[config.mk]
export PLATFORM = sky130hd
export DESIGN_NAME = vpw_pixel_writer
export DESIGN_NICKNAME = d
export VERILOG_FILES = /design/src/rtl/vpw_pkg.sv /design/src/rtl/vpw_seg_plan.sv /design/src/rtl/vpw_group_seq.sv /design/src/rtl/vpw_bank_drive.sv /design/src/rtl/vpw_pixel_writer.sv
export SDC_FILE = /design/constraint.sdc
export NUM_CORES = 1
export LEC_CHECK = 0
export CORE_MARGIN = 4
export CORE_UTILIZATION = 40
export CTS_BUF_LIST = sky130_fd_sc_hd__clkbuf_2 sky130_fd_sc_hd__clkbuf_4 sky130_fd_sc_hd__clkbuf_8
export CTS_CLUSTER_DIAMETER = 60
export DETAILED_ROUTE_END_ITERATION = 6
export HOLD_SLACK_MARGIN = 0.08
export PLACE_DENSITY = 0.68
export SYNTH_ARGS = -nofsm -noshare
export SYNTH_HDL_FRONTEND = slang
export SYNTH_SLANG_ARGS = --single-unit
[constraint.sdc]
create_clock -name clk -period 7.5 [get_ports clk]
set_clock_uncertainty 0.05 [all_clocks]
set_input_delay 1.125 -clock clk [delete_from_list [all_inputs] [get_ports clk]]
set_output_delay 1.125 -clock clk [all_outputs]
set_load 0.01 [all_outputs]
[src/rtl/vpw_pkg.sv]
package vpw_pkg;
  typedef enum logic {
    ENG_IDLE = 1'b0,
    ENG_RUN  = 1'b1
  } eng_state_t;
endpackage

[src/rtl/vpw_seg_plan.sv]
// Start-of-run planning: group index, lane offset and clipped length.
module vpw_seg_plan #(
  parameter int N    = 5,
  parameter int W    = 1280,
  parameter int XW   = 11,
  parameter int LENW = 11,
  parameter int GW   = 8,
  parameter int LW   = 3
) (
  input  logic [XW-1:0]   cmd_x,
  input  logic [LENW-1:0] cmd_len,
  output logic [GW-1:0]   plan_grp,
  output logic [LW-1:0]   plan_lane,
  output logic [LENW-1:0] plan_len
);
  // Reciprocal with enough fraction bits that floor(x*RECIP >> S) == x / N
  // for every x below 2**XW.
  localparam int S     = XW + $clog2(N) + 1;
  localparam int RECIP = (2**S + N - 1) / N;
  localparam int PW    = XW + S;
  localparam logic [LENW-1:0] W_L = LENW'(W);

  logic [PW-1:0]   prod;
  logic [PW-1:0]   quo;
  logic [XW-1:0]   rem_x;
  logic [LENW-1:0] room;

  assign prod  = PW'(cmd_x) * PW'(RECIP);
  assign quo   = prod >> S;
  assign rem_x = cmd_x - XW'(quo[XW-1:0] * XW'(N));

  assign plan_grp  = quo[GW-1:0];
  assign plan_lane = rem_x[LW-1:0];

  always_comb begin
    room = W_L - LENW'(cmd_x);
    if (LENW'(cmd_x) >= W_L)  plan_len = '0;
    else if (cmd_len < room)  plan_len = cmd_len;
    else                      plan_len = room;
  end
endmodule

[src/rtl/vpw_group_seq.sv]
// Group sequencer: walks a run one group per cycle and owns the handshake.
module vpw_group_seq
  import vpw_pkg::*;
#(
  parameter int N    = 5,
  parameter int GW   = 8,
  parameter int LW   = 3,
  parameter int LENW = 11,
  parameter int YW   = 10,
  parameter int CW   = 8
) (
  input  logic            clk,
  input  logic            rst_n,
  input  logic            cmd_valid,
  input  logic [GW-1:0]   plan_grp,
  input  logic [LW-1:0]   plan_lane,
  input  logic [LENW-1:0] plan_len,
  input  logic [YW-1:0]   cmd_y,
  input  logic [CW-1:0]   cmd_color,
  output logic            cmd_ready,
  output logic            run,
  output logic            last,
  output logic            load,
  output logic [GW-1:0]   grp_q,
  output logic [LW-1:0]   lane_q,
  output logic [LENW-1:0] rem_q,
  output logic [YW-1:0]   line_q,
  output logic [CW-1:0]   color_q
);
  eng_state_t      st_q, st_n;
  logic [LENW-1:0] rem_n;
  logic [GW-1:0]   grp_n;
  logic [LW-1:0]   lane_n;
  logic [LENW-1:0] span;
  logic            advance;
  logic            step_en;

  assign run       = (st_q == ENG_RUN);
  assign span      = LENW'(N) - LENW'(lane_q);
  assign last      = run && (rem_q <= span);
  assign advance   = run && !last;
  assign cmd_ready = !run || last;
  assign load      = cmd_valid && cmd_ready && (plan_len != '0);
  assign step_en   = load || advance;

  always_comb begin
    st_n   = st_q;
    rem_n  = rem_q;
    grp_n  = grp_q;
    lane_n = lane_q;
    if (advance) begin
      rem_n  = rem_q - span;
      grp_n  = grp_q + 1'b1;
      lane_n = '0;
    end else if (load) begin
      st_n   = ENG_RUN;
      rem_n  = plan_len;
      grp_n  = plan_grp;
      lane_n = plan_lane;
    end else begin
      st_n   = ENG_IDLE;
      rem_n  = '0;
    end
  end

  always_ff @(posedge clk or negedge rst_n) begin
    if (!rst_n) begin
      st_q  <= ENG_IDLE;
      rem_q <= '0;
    end else begin
      st_q  <= st_n;
      rem_q <= rem_n;
    end
  end

  always_ff @(posedge clk) begin
    if (step_en) begin
      grp_q  <= grp_n;
      lane_q <= lane_n;
    end
  end

  always_ff @(posedge clk) begin
    if (load) begin
      line_q  <= cmd_y;
      color_q <= cmd_color;
    end
  end

  assert_grp_step_R2: assert property (@(posedge clk) disable iff (!rst_n)
    advance |=> (grp_q == $past(grp_q) + 1'b1));

  assert_line_hold_R9: assert property (@(posedge clk) disable iff (!rst_n)
    advance |=> $stable(line_q));
endmodule

[src/rtl/vpw_bank_drive.sv]
// Per-bank enable, address and data drive.
module vpw_bank_drive #(
  parameter int N     = 5,
  parameter int GW    = 8,
  parameter int LW    = 3,
  parameter int LENW  = 11,
  parameter int YW    = 10,
  parameter int CW    = 8,
  parameter int AW    = 18,
  parameter int BANKW = 256
) (
  input  logic            clk,
  input  logic            rst_n,
  input  logic            run,
  input  logic [GW-1:0]   grp_q,
  input  logic [LW-1:0]   lane_q,
  input  logic [LENW-1:0] rem_q,
  input  logic [YW-1:0]   line_q,
  input  logic [CW-1:0]   color_q,
  output logic [N-1:0]    wr_en,
  output logic [N*AW-1:0] wr_addr,
  output logic [N*CW-1:0] wr_data
);
  logic [AW-1:0] addr;

  assign addr = AW'(line_q) * AW'(BANKW) + AW'(grp_q);

  for (genvar b = 0; b < N; b++) begin : g_bank
    localparam logic [LW-1:0] LANE = LW'(b);
    logic [LENW-1:0] off;
    assign off                  = LENW'(LANE - lane_q);
    assign wr_en[b]             = run && (LANE >= lane_q) && (off < rem_q);
    assign wr_addr[b*AW +: AW]  = addr;
    assign wr_data[b*CW +: CW]  = color_q;
  end

  assert_run_writes_R3: assert property (@(posedge clk) disable iff (!rst_n)
    run |-> (wr_en != '0));
endmodule

[src/rtl/vpw_pixel_writer.sv]
module vpw_pixel_writer #(
  parameter  int NUM_BANKS = 5,
  parameter  int SCREEN_W  = 1280,
  parameter  int SCREEN_H  = 1024,
  parameter  int COLOR_W   = 8,
  localparam int BANK_W    = SCREEN_W / NUM_BANKS,
  localparam int XW        = $clog2(SCREEN_W),
  localparam int YW        = $clog2(SCREEN_H),
  localparam int LENW      = $clog2(SCREEN_W + 1),
  localparam int GW        = $clog2(BANK_W),
  localparam int LW        = $clog2(NUM_BANKS),
  localparam int AW        = $clog2(SCREEN_H * BANK_W)
) (
  input  logic                         clk,
  input  logic                         rst_n,
  input  logic                         cmd_valid,
  output logic                         cmd_ready,
  input  logic [XW-1:0]                cmd_x,
  input  logic [YW-1:0]                cmd_y,
  input  logic [LENW-1:0]              cmd_len,
  input  logic [COLOR_W-1:0]           cmd_color,
  output logic [NUM_BANKS-1:0]         wr_en,
  output logic [NUM_BANKS*AW-1:0]      wr_addr,
  output logic [NUM_BANKS*COLOR_W-1:0] wr_data
);
  logic [GW-1:0]      plan_grp;
  logic [LW-1:0]      plan_lane;
  logic [LENW-1:0]    plan_len;
  logic               run, last, load;
  logic [GW-1:0]      grp_q;
  logic [LW-1:0]      lane_q;
  logic [LENW-1:0]    rem_q;
  logic [YW-1:0]      line_q;
  logic [COLOR_W-1:0] color_q;

  vpw_seg_plan #(
    .N(NUM_BANKS), .W(SCREEN_W), .XW(XW), .LENW(LENW), .GW(GW), .LW(LW)
  ) u_plan (
    .cmd_x(cmd_x), .cmd_len(cmd_len),
    .plan_grp(plan_grp), .plan_lane(plan_lane), .plan_len(plan_len)
  );

  vpw_group_seq #(
    .N(NUM_BANKS), .GW(GW), .LW(LW), .LENW(LENW), .YW(YW), .CW(COLOR_W)
  ) u_seq (
    .clk(clk), .rst_n(rst_n), .cmd_valid(cmd_valid),
    .plan_grp(plan_grp), .plan_lane(plan_lane), .plan_len(plan_len),
    .cmd_y(cmd_y), .cmd_color(cmd_color),
    .cmd_ready(cmd_ready), .run(run), .last(last), .load(load),
    .grp_q(grp_q), .lane_q(lane_q), .rem_q(rem_q),
    .line_q(line_q), .color_q(color_q)
  );

  vpw_bank_drive #(
    .N(NUM_BANKS), .GW(GW), .LW(LW), .LENW(LENW), .YW(YW), .CW(COLOR_W),
    .AW(AW), .BANKW(BANK_W)
  ) u_drive (
    .clk(clk), .rst_n(rst_n), .run(run),
    .grp_q(grp_q), .lane_q(lane_q), .rem_q(rem_q),
    .line_q(line_q), .color_q(color_q),
    .wr_en(wr_en), .wr_addr(wr_addr), .wr_data(wr_data)
  );

  assert_first_group_R3: assert property (@(posedge clk) disable iff (!rst_n)
    load |=> (wr_en != '0));

  assert_next_from_bank0_R4: assert property (@(posedge clk) disable iff (!rst_n)
    (run && !last) |=> wr_en[0]);

  assert_zero_len_silent_R7: assert property (@(posedge clk) disable iff (!rst_n)
    (cmd_valid && cmd_ready && !run && (plan_len == '0)) |=> (wr_en == '0));

  assert_ready_low_midrun_R8: assert property (@(posedge clk) disable iff (!rst_n)
    ((wr_en != '0) && !cmd_ready) |=> (wr_en != '0));
endmodule

==> flow_summary.json <==
{
  "arrival_ns": 6.72,
  "hold_viol": 0,
  "antenna_found_initial": 0,
  "worst-path-buf-inv": 5,
  "min_path_type": "reg -> reg",
  "slew_violations": 0,
  "syn2layout_area_growth_pct": 20.0,
  "rsz0062_at_grt": "false",
  "grt_pass1_vias": 5278,
  "yosys.area.top_type_share": 0.281,
  "synth_cells": 733,
  "final_util": 0.494,
  "cts_setup_buffers": 0,
  "cts_resized": 0,
  "grt-ovfl-total": 0,
  "setup_slack_ns": 0.776,
  "min_path_cells": 3,
  "synth_fp_nets": 964,
  "final_layout_size_suffix_gt1_frac": 0.0432,
  "slew_headroom": 0.421,
  "ys_warn_count": 0,
  "postSynthAreaPerCell_um2": 9.42,
  "synth_edf_count": 29,
  "synth_top_area_cell": "ha_1",
  "p_leak_nw": 3.78,
  "crit_fanout": 7,
  "status": "finished, final reports clean",
  "setup_tns_ns": 0,
  "gp_congestion": 0.984,
  "min_to": "u_seq.rem_q[0]",
  "routed_via_density": 4.96,
  "final_nets": 1041,
  "start_util": 0.412,
  "switching_share": 0.457,
  "seq_area_mm2": 0.00117,
  "tightest_slew_ns": 0.869,
  "n_antenna_cell": 0,
  "critPathKind": "in -> reg",
  "p_int_mw": 1.77,
  "grt_max_degree": 42,
  "cp_top_family": "adder cells",
  "cp_slowest_cell": "clkdlybuf4s50_1",
  "dieHeight_um": 139,
  "cts.clk_slew.worst_paths_ns": 0.09,
  "fmaxAchievable_mhz": 149,
  "critPathRequiredTime_ns": 7.49,
  "route.vias.total": 5111,
  "worstHoldStart": "u_seq.rem_q[0]",
  "root_buffer": "clkbuf_8",
  "p_comb_frac": 0.788,
  "dieArea_mm2": 0.0194,
  "slowest_delay_ns": 0.61,
  "period_minus_slack_ns": 6.72,
  "place_hpwl_um": 14400,
  "clk_latency_ns": 0.30,
  "tritoncts": "done",
  "wl_um": 16500,
  "final_cells": 1031,
  "synth_ff_type": "edfxtp_1",
  "ios": 179,
  "clockPowerShare": 0.059,
  "cts_hold_buf": 0,
  "h-tree-depth": 2,
  "clock-sinks": 41,
  "yosysUniqueCellTypes": 64,
  "numCtsBuffers": 5,
  "fp.dieW_um": 139,
  "grt_util_all_layers": 0.168,
  "grt_pass1_wl_um": 27200,
  "synth-seq-area-share": 0.170,
  "timing.max_cap.violations": 0,
  "powerDensity_mw_per_mm2": 394,
  "finalSetupViolations": 0,
  "stdcell_area_mm2": 0.00828,
  "syn-cell-area_mm2": 0.00691,
  "place_inst": 1023,
  "hold_ws_ns": 0.670,
  "end_kind": "flop",
  "dr.pass1.iters": 4,
  "ant_nets": 0,
  "synth.area.top_cells": "ha_1, edfxtp_1, buf_4",
  "core_area_mm2": 0.0168,
  "drtIter0Drc": 155,
  "synth-seq-cells": 41,
  "clock_path_buffers": 2,
  "fillers": 1575,
  "wl_per_cell_um": 16.0,
  "rrSetupSlack_ns": 3.17,
  "period_share": 0.896,
  "crit_chain": "clkdlybuf4s50_1, inv_1, ha_1, inv_1, fa_1, fa_1, inv_1, fa_1, fa_1, ha_1, a21o_1, a31oi_1, o311a_4, xnor2_4, ha_1, inv_1, fa_1, xor2_1, xnor2_1, xnor3_1, nor2_1",
  "multiInputGateArea_mm2": 0.00451,
  "async_flop_share": 0.293,
  "pre_cts_ws_ns": 0.426,
  "post-synth-top-count-cell": "ha_1",
  "total_power_mw": 3.26,
  "synthTopCellsByCount": "ha_1, buf_4, inv_1, nand2_1, a21oi_1",
  "r2r-start": "u_seq.lane_q[2]",
  "port_buffers": 178,
  "r2r_cells": 11,
  "place_area_mm2": 0.00816,
  "rows": 47,
  "regToRegEndpoint": "u_seq.line_q[8]",
  "p_sw_mw": 1.49,
  "cp-start-kind": "primary input",
  "drc_errors": 0,
  "peakVddDrop_v": 0.000200,
  "cp_common_cell": "fa_1",
  "power_frac_seq": 0.154
}
[registers in the layout, indices dropped and copies added, names as in the netlist]
| signal | count |
|---|---|
| u_seq.line_q | 10 |
| u_seq.color_q | 8 |
| u_seq.lane_q | 3 |
| u_seq.run | 1 |
| u_seq.grp_q | 8 |
| u_seq.rem_q | 11 |
[power groups by stage]
stage               sequential [mW]  clock [mW]  combinational [mW]
global route                  0.521       0.208                2.91
global placement              0.508           0                2.52
floorplan                     0.483           0                1.95
detailed placement            0.510           0                2.58
CTS                           0.505       0.200                2.60
finish                        0.501       0.191                2.57
[how the worst max path moves through the flow]
stage	startpoint	endpoint	slack, ns	depth (start not counted)
global route	cmd_x[8]	u_seq.lane_q[2]	0.45	22
floorplan	cmd_x[9]	u_seq.lane_q[2]	1.42	22
detailed placement	cmd_x[8]	u_seq.lane_q[2]	0.43	22
finish	cmd_x[8]	u_seq.lane_q[2]	0.78	21
CTS	cmd_x[8]	u_seq.lane_q[2]	0.75	22
global placement	cmd_x[8]	u_seq.lane_q[2]	0.59	21
[routing by layer]
metal | up-vias | share of wire | wire length [um] | track usage
met5 | - | 0 | 0 | 0
met4 | 0 | 0.010 | 167 | 0.0366
met3 | 9 | 0.052 | 851 | 0.0230
met2 | 155 | 0.50 | 8240 | 0.303
met1 | 2400 | 0.44 | 7240 | 0.214
li1 | 2547 | - | - | -
[worst register-to-register path, stage by stage (launching register included)]
cell	delay, ns
edfxtp_1	0.74
inv_1	0.30
ha_1	0.37
ha_1	0.35
nand2_1	0.13
o211ai_1	0.12
a221oi_2	0.32
o21ai_0	0.11
and3_1	0.18
buf_4	0.24
inv_1	0.28
and2_1	0.75
[kinds of logic (layout without fill, tap and decap cells)]
group	count (synthesis)	after routing	synth area share
AND/OR/NAND/NOR	112	112	0.0839
XOR/XNOR	38	38	0.0540
AO/OA/AOI/OAI	138	138	0.138
adder cells (fa/ha/maj)	188	188	0.377
buffers and inverters	215	293	0.177
flip-flops	41	41	0.170
multiplexers	1	1	0.00145
[area by class of cell]
type                       instances  share of cell area
multi-input combinational        477               0.545
timing repair buffer             184               0.221
sequential                        41               0.141
inverter                         101              0.0458
tap                              220              0.0332
clock buffer                       7              0.0109
clock inverter                     1             0.00362
[placed cells by master (no fill, tap or decap), types with 2 or more instances in the layout]
cell / netlist / final
or2_2: 3 / 3
nand4b_1: 2 / 2
xor2_1: 11 / 11
nor3_1: 8 / 8
nand2b_1: 2 / 2
o21ai_0: 28 / 28
nor2_1: 15 / 15
o21bai_1: 2 / 2
a21oi_1: 37 / 37
nand4_1: 3 / 3
ha_1: 155 / 155
o211ai_1: 5 / 5
a31oi_1: 5 / 5
buf_4: 104 / 6
fa_1: 33 / 33
o2111ai_1: 2 / 2
xnor2_1: 24 / 24
clkdlybuf4s50_1: 0 / 178
a21o_1: 11 / 11
dfrtp_1: 12 / 12
nor2b_1: 7 / 7
nor4_1: 5 / 5
clkbuf_8: 0 / 6
nand2_1: 41 / 41
inv_1: 100 / 100
nand3_1: 10 / 10
edfxtp_1: 29 / 29
a211oi_1: 6 / 6
and2_1: 2 / 2
o21a_1: 21 / 21
a31o_2: 2 / 2
and3_1: 3 / 3
o31ai_1: 4 / 4
or3_1: 2 / 2
No activity file was read; power rests on OpenSTA's default activity.
